**config.mk**
```make
export PLATFORM = sky130hd
export DESIGN_NAME = detect_shadow_latch
export DESIGN_NICKNAME = d
export VERILOG_FILES = /design/src/rtl/det_shadow_pkg.sv /design/src/rtl/det_shadow_bank.sv /design/src/rtl/det_sticky_cell.sv /design/src/rtl/det_int_select.sv /design/src/rtl/detect_shadow_latch.sv
export SDC_FILE = /design/constraint.sdc
export NUM_CORES = 1
export LEC_CHECK = 0
export BUFFER_PORTS_ARGS = -buffer_cell sky130_fd_sc_hd__buf_2
export CAP_MARGIN = 20
export CELL_PAD_IN_SITES_DETAIL_PLACEMENT = 1
export CELL_PAD_IN_SITES_GLOBAL_PLACEMENT = 1
export CORE_UTILIZATION = 30
export CTS_CLUSTER_DIAMETER = 100
export DETAILED_ROUTE_END_ITERATION = 6
export PLACE_DENSITY = 0.72
export SLEW_MARGIN = 0
export SYNTH_ARGS = -nofsm -noshare
export SYNTH_HDL_FRONTEND = slang
export SYNTH_HIERARCHICAL = 1
export SYNTH_SLANG_ARGS = --single-unit
```
**constraint.sdc**
```tcl
create_clock -name clk -period 1.2 [get_ports clk]
set_input_delay 0.06 -clock clk [delete_from_list [all_inputs] [get_ports clk]]
set_output_delay 0.06 -clock clk [all_outputs]
set_load 0.01 [all_outputs]
```
**src/rtl/det_shadow_pkg.sv**
```systemverilog
package det_shadow_pkg;
  typedef enum logic [1:0] {
    DM_OFF    = 2'b00,
    DM_SHORT  = 2'b01,
    DM_RSVD   = 2'b10,
    DM_NORMAL = 2'b11
  } det_mode_e;

  localparam int N_STAT   = 2;
  localparam int STAT_DET = 0;
  localparam int STAT_REL = 1;
  localparam logic [1:0] BIAS_RST = 2'b01;

  function automatic logic mode_live(input logic [1:0] m);
    return (m == DM_SHORT) || (m == DM_NORMAL);
  endfunction
endpackage

```
**src/rtl/det_shadow_bank.sv**
```systemverilog
module det_shadow_bank
  import det_shadow_pkg::*;
#(
  parameter int WAKE_W = 2
) (
  input  logic              clk,
  input  logic              rst_n,
  input  logic              xfer,
  input  logic [1:0]        pri_mode,
  input  logic [1:0]        pri_bias,
  input  logic              pri_tip,
  input  logic [WAKE_W-1:0] pri_wake,
  output logic [1:0]        st_mode,
  output logic [1:0]        st_bias,
  output logic              st_tip,
  output logic [WAKE_W-1:0] st_wake
);
  always_ff @(posedge clk or negedge rst_n) begin
    if (!rst_n) begin
      st_mode <= DM_OFF;
      st_bias <= BIAS_RST;
      st_tip  <= 1'b0;
    end else if (xfer) begin
      st_mode <= pri_mode;
      st_bias <= pri_bias;
      st_tip  <= pri_tip;
    end
  end

  for (genvar g = 0; g < WAKE_W; g++) begin : g_wake
    always_ff @(posedge clk or negedge rst_n) begin
      if (!rst_n)    st_wake[g] <= 1'b1;
      else if (xfer) st_wake[g] <= pri_wake[g];
    end
  end
endmodule

```
**src/rtl/det_sticky_cell.sv**
```systemverilog
module det_sticky_cell (
  input  logic clk,
  input  logic rst_n,
  input  logic live,
  input  logic arm,
  input  logic ev,
  input  logic clr,
  output logic q
);
  always_ff @(posedge clk or negedge rst_n) begin
    if (!rst_n)         q <= 1'b0;
    else if (!live)     q <= 1'b0;
    else if (ev && arm) q <= 1'b1;
    else if (clr)       q <= 1'b0;
  end
endmodule

```
**src/rtl/det_int_select.sv**
```systemverilog
module det_int_select
  import det_shadow_pkg::*;
(
  input  logic [1:0]        mode,
  input  logic              short_cmp,
  input  logic [N_STAT-1:0] mask,
  input  logic [N_STAT-1:0] sticky,
  output logic              int_n
);
  always_comb begin
    unique case (det_mode_e'(mode))
      DM_SHORT:  int_n = mask[STAT_DET] ? 1'b1 : short_cmp;
      DM_NORMAL: int_n = ~|(sticky & ~mask);
      default:   int_n = 1'b1;
    endcase
  end
endmodule

```
**src/rtl/detect_shadow_latch.sv**
```systemverilog
module detect_shadow_latch
  import det_shadow_pkg::*;
#(
  parameter int WAKE_W = 2
) (
  input  logic              clk,
  input  logic              rst_n,
  input  logic [1:0]        pri_det_mode,
  input  logic [1:0]        pri_bias_ctl,
  input  logic              pri_tip_en,
  input  logic [WAKE_W-1:0] pri_wake_mask,
  input  logic              latch_xfer,
  input  logic              pdn_all,
  input  logic              short_cmp,
  input  logic [1:0]        stat_mask,
  input  logic [1:0]        stat_ev,
  input  logic [1:0]        stat_clr,
  output logic [1:0]        sh_det_mode,
  output logic [1:0]        sh_bias_ctl,
  output logic              sh_tip_en,
  output logic [WAKE_W-1:0] sh_wake_mask,
  output logic [1:0]        stat_sticky,
  output logic              pwr_down,
  output logic              int_n
);
  logic [1:0] st_mode, st_bias;
  logic       override, live, arm;

  det_shadow_bank #(.WAKE_W(WAKE_W)) bank_i (
    .clk(clk), .rst_n(rst_n), .xfer(latch_xfer),
    .pri_mode(pri_det_mode), .pri_bias(pri_bias_ctl),
    .pri_tip(pri_tip_en), .pri_wake(pri_wake_mask),
    .st_mode(st_mode), .st_bias(st_bias),
    .st_tip(sh_tip_en), .st_wake(sh_wake_mask)
  );

  assign override    = latch_xfer & pdn_all;
  assign pwr_down    = override;
  assign sh_det_mode = override ? DM_OFF : st_mode;
  assign sh_bias_ctl = override ? 2'b00  : st_bias;
  assign live        = mode_live(sh_det_mode);
  assign arm         = ~latch_xfer;

  for (genvar s = 0; s < N_STAT; s++) begin : g_stat
    det_sticky_cell cell_i (
      .clk(clk), .rst_n(rst_n), .live(live), .arm(arm),
      .ev(stat_ev[s]), .clr(stat_clr[s]), .q(stat_sticky[s])
    );
  end

  det_int_select int_i (
    .mode(sh_det_mode), .short_cmp(short_cmp), .mask(stat_mask),
    .sticky(stat_sticky), .int_n(int_n)
  );
endmodule

```
==> metrics.yaml <==
synthesis:
  synth.distinct_cells: 15
  synth_area_leader_cell: "dfrtp_1"
  ys_async_sr_fraction_pct: 100.0
  yosysMostFrequentCell: "mux2_4"
  synth-seq-cells: 9
  ys.warnings.count: 6
  seq_area_frac_synth_pct: 47.91
  avgSynthCellArea_um2: 13.66
  syn-cell-area_um2: 478.0
  synth_area_leaders: "dfrtp_1 31%, mux2_4 22%, dfstp_2 16%, a21boi_0 6.3%, a21boi_2 4.7%"
  ys.flop_type: "dfrtp_1"
  synthTopCellsByCount: "7 x mux2_4, 6 x dfrtp_1, 4 x a21boi_0"
  syn-num-nets: 53
  synthCells: 35
  yosys.area.top_type_share_pct: 31.41
  synth_edf_count: 0
sta:
  setup_tns_ns: -0.06344
  max-slew-margin-rel_pct: 86.58
  rsz0062_at_grt: "yes"
  setup_slack_ns: -0.06344
  hold_violations: 0
  fmax_mhz: 791.5
  period_needed_ns: 1.263
  skew_ns: 0.003487
  slew_violations: 0
  finalSetupViolations: 1
  fin_crit_sh_pct: 105.3
  worst_pin_slew_ns: 0.2013
  holdWs_ns: 0.03093
detailed_routing:
  routed_wl_mm: 1.080
  wl_per_cell_um: 12.41
  drtIter0Drc: 1
  dr.pass1.iters: 3
  vias_per_cell: 4.713
  dr_total_vias: 410
  drtAntennaViolNets: 0
  drc: 0
floorplan:
  start_util_pct: 32.10
  die_h_um: 41.92
  core_area_um2: 1489
  die_w_um: 41.92
  die_area_um2: 1757
  ioPinCount: 29
  rows: 14
finish:
  fin_util_pct: 47.31
  fin_cells: 87
  nNetsFinal: 90
  final_cell_area_um2: 704.4
  multiInputGateArea_um2: 234.0
  regArea_um2: 229.0
  drive_above_1_share_pct: 73.24
  diodes: 0
  area_growth_pct: 47.38
  nFillCells: 180
clocking:
  path_clk_slew_ns: 0.06
  clockBufferDepth: 2
  cts_made_buffers: 3
  cts_tree: "built"
  clock_sinks: 9
  clk_latency_ns: 0.25
  h-tree-depth: 1
  cts-root-buf: "clkbuf_4"
power:
  powerDensity_nw_per_um2: 1108
  ir_drop_uv: 508.1
  power_leakage_nw: 0.3747
  power_uw: 780.3
placement:
  dp_hpwl_um: 897.1
  post_dp_cell_area_um2: 641.9
  dp_cells: 80
  port-buffer-count: 28
  place_congestion: 0.6297
  pre_cts_slack_ns: 0.1089
critical_path:
  r2r_slack_ns: 0.29
  reg2reg_depth: 3
  cp-endpoint: "int_n"
  critPathLaunch: "g_stat[0].cell_i/q"
  r2r_start: "bank_i/st_mode[0]"
  r2r-end: "g_stat[0].cell_i/q"
  startpoint_type: "register"
  worst-path-max-fanout: 2
  worst_ep_arrival_time_ns: 1.20
  cp-end-kind: "primary output"
  path_class: "reg2out"
  worstPathRequired_ns: 1.14
global_routing:
  grt_pass1_vias: 437
  use_met2_pct: 25.62
  grt_util_all_layers_pct: 14.56
  grt_use_met3_pct: 3.478
  busiest_layer: "met2"
  grt_pass1_wl_mm: 1.918
  grt_util_met1_pct: 16.76
  grt-ovfl-total: 0
  grt_max_degree: 10
  antenna_found_initial: 0
min_path:
  hold_path.class: "in2reg"
outcome:
  status: "finished with violations"
  violations: "negative setup slack"
run:
  drv_cap: 0
[cells by family (layout without fill, tap and decap cells)]
kind of cell	count (synthesis)	after routing	synth area share [%]
AO/OA/AOI/OAI	8	8	15.97
flip-flops	9	9	47.91
buffers and inverters	4	40	5.498
AND/OR/NAND/NOR	7	7	8.641
multiplexers	7	7	21.99
[worst max-delay path, cell delays in order (launching register included)]
cell	delay, ns
dfrtp_1	0.37
and2b_1	0.16
o311ai_2	0.25
buf_2	0.17
[worst min-delay path by stage]
stage | startpoint | endpoint | slack, ns | cells past startpoint
after global placement | rst_n | bank_i/st_tip | -0.08 | 1
after global routing | pri_bias_ctl[0] | bank_i/st_bias[0] | 0.03 | 2
after CTS | pri_det_mode[0] | bank_i/st_mode[0] | 0.02 | 2
after floorplan | rst_n | bank_i/st_bias[1] | -0.24 | 0
final | pri_det_mode[0] | bank_i/st_mode[0] | 0.03 | 2
after detailed placement | rst_n | bank_i/st_tip | -0.08 | 1
[cells in the final DEF, fill, tap and decap left out, types with 2 or more instances in the layout]
cell / instances
buf_2: 28
dfstp_2: 3
buf_4: 5
a21boi_1: 2
clkbuf_4: 3
nand2_1: 2
dfrtp_1: 6
nand2b_1: 2
mux2_4: 7
a21boi_2: 2
[where the power goes]
group	internal (mW)	switching (mW)
Clock	0.128	0.102
Sequential	0.339	0.0153
Combinational	0.116	0.0798
[repair_timing]
item / CTS / global route
buffers inserted: 1 / 1
hold buffers: 1 / 0
pin swaps: 1 / 0
gates resized for setup: 1 / 4
hold endpoints to repair: 9 / 0
setup endpoints to repair: 1 / 3
[layer usage]
layer,vias up,share of wire (%)
met2,18,53
met1,200,39
met5,-,0
met3,0,7.9
li1,192,-
met4,0,0
[layout make-up]
class	count	area share, %
Tap cell	16	2.842
Clock buffer	4	3.730
Multi-Input combinational cell	22	33.21
Timing Repair Buffer	34	26.64
Sequential cell	9	32.50
Inverter	2	1.066
[registers in the layout, summed over array words and instances (netlist names)]
| signal | cells |
|---|---|
| bank_i/st_bias | 2 |
| bank_i/st_mode | 2 |
| bank_i/st_wake | 2 |
| g_stat.cell_i/q | 2 |
| bank_i/st_tip | 1 |
No activity file was read; power rests on OpenSTA's default activity.
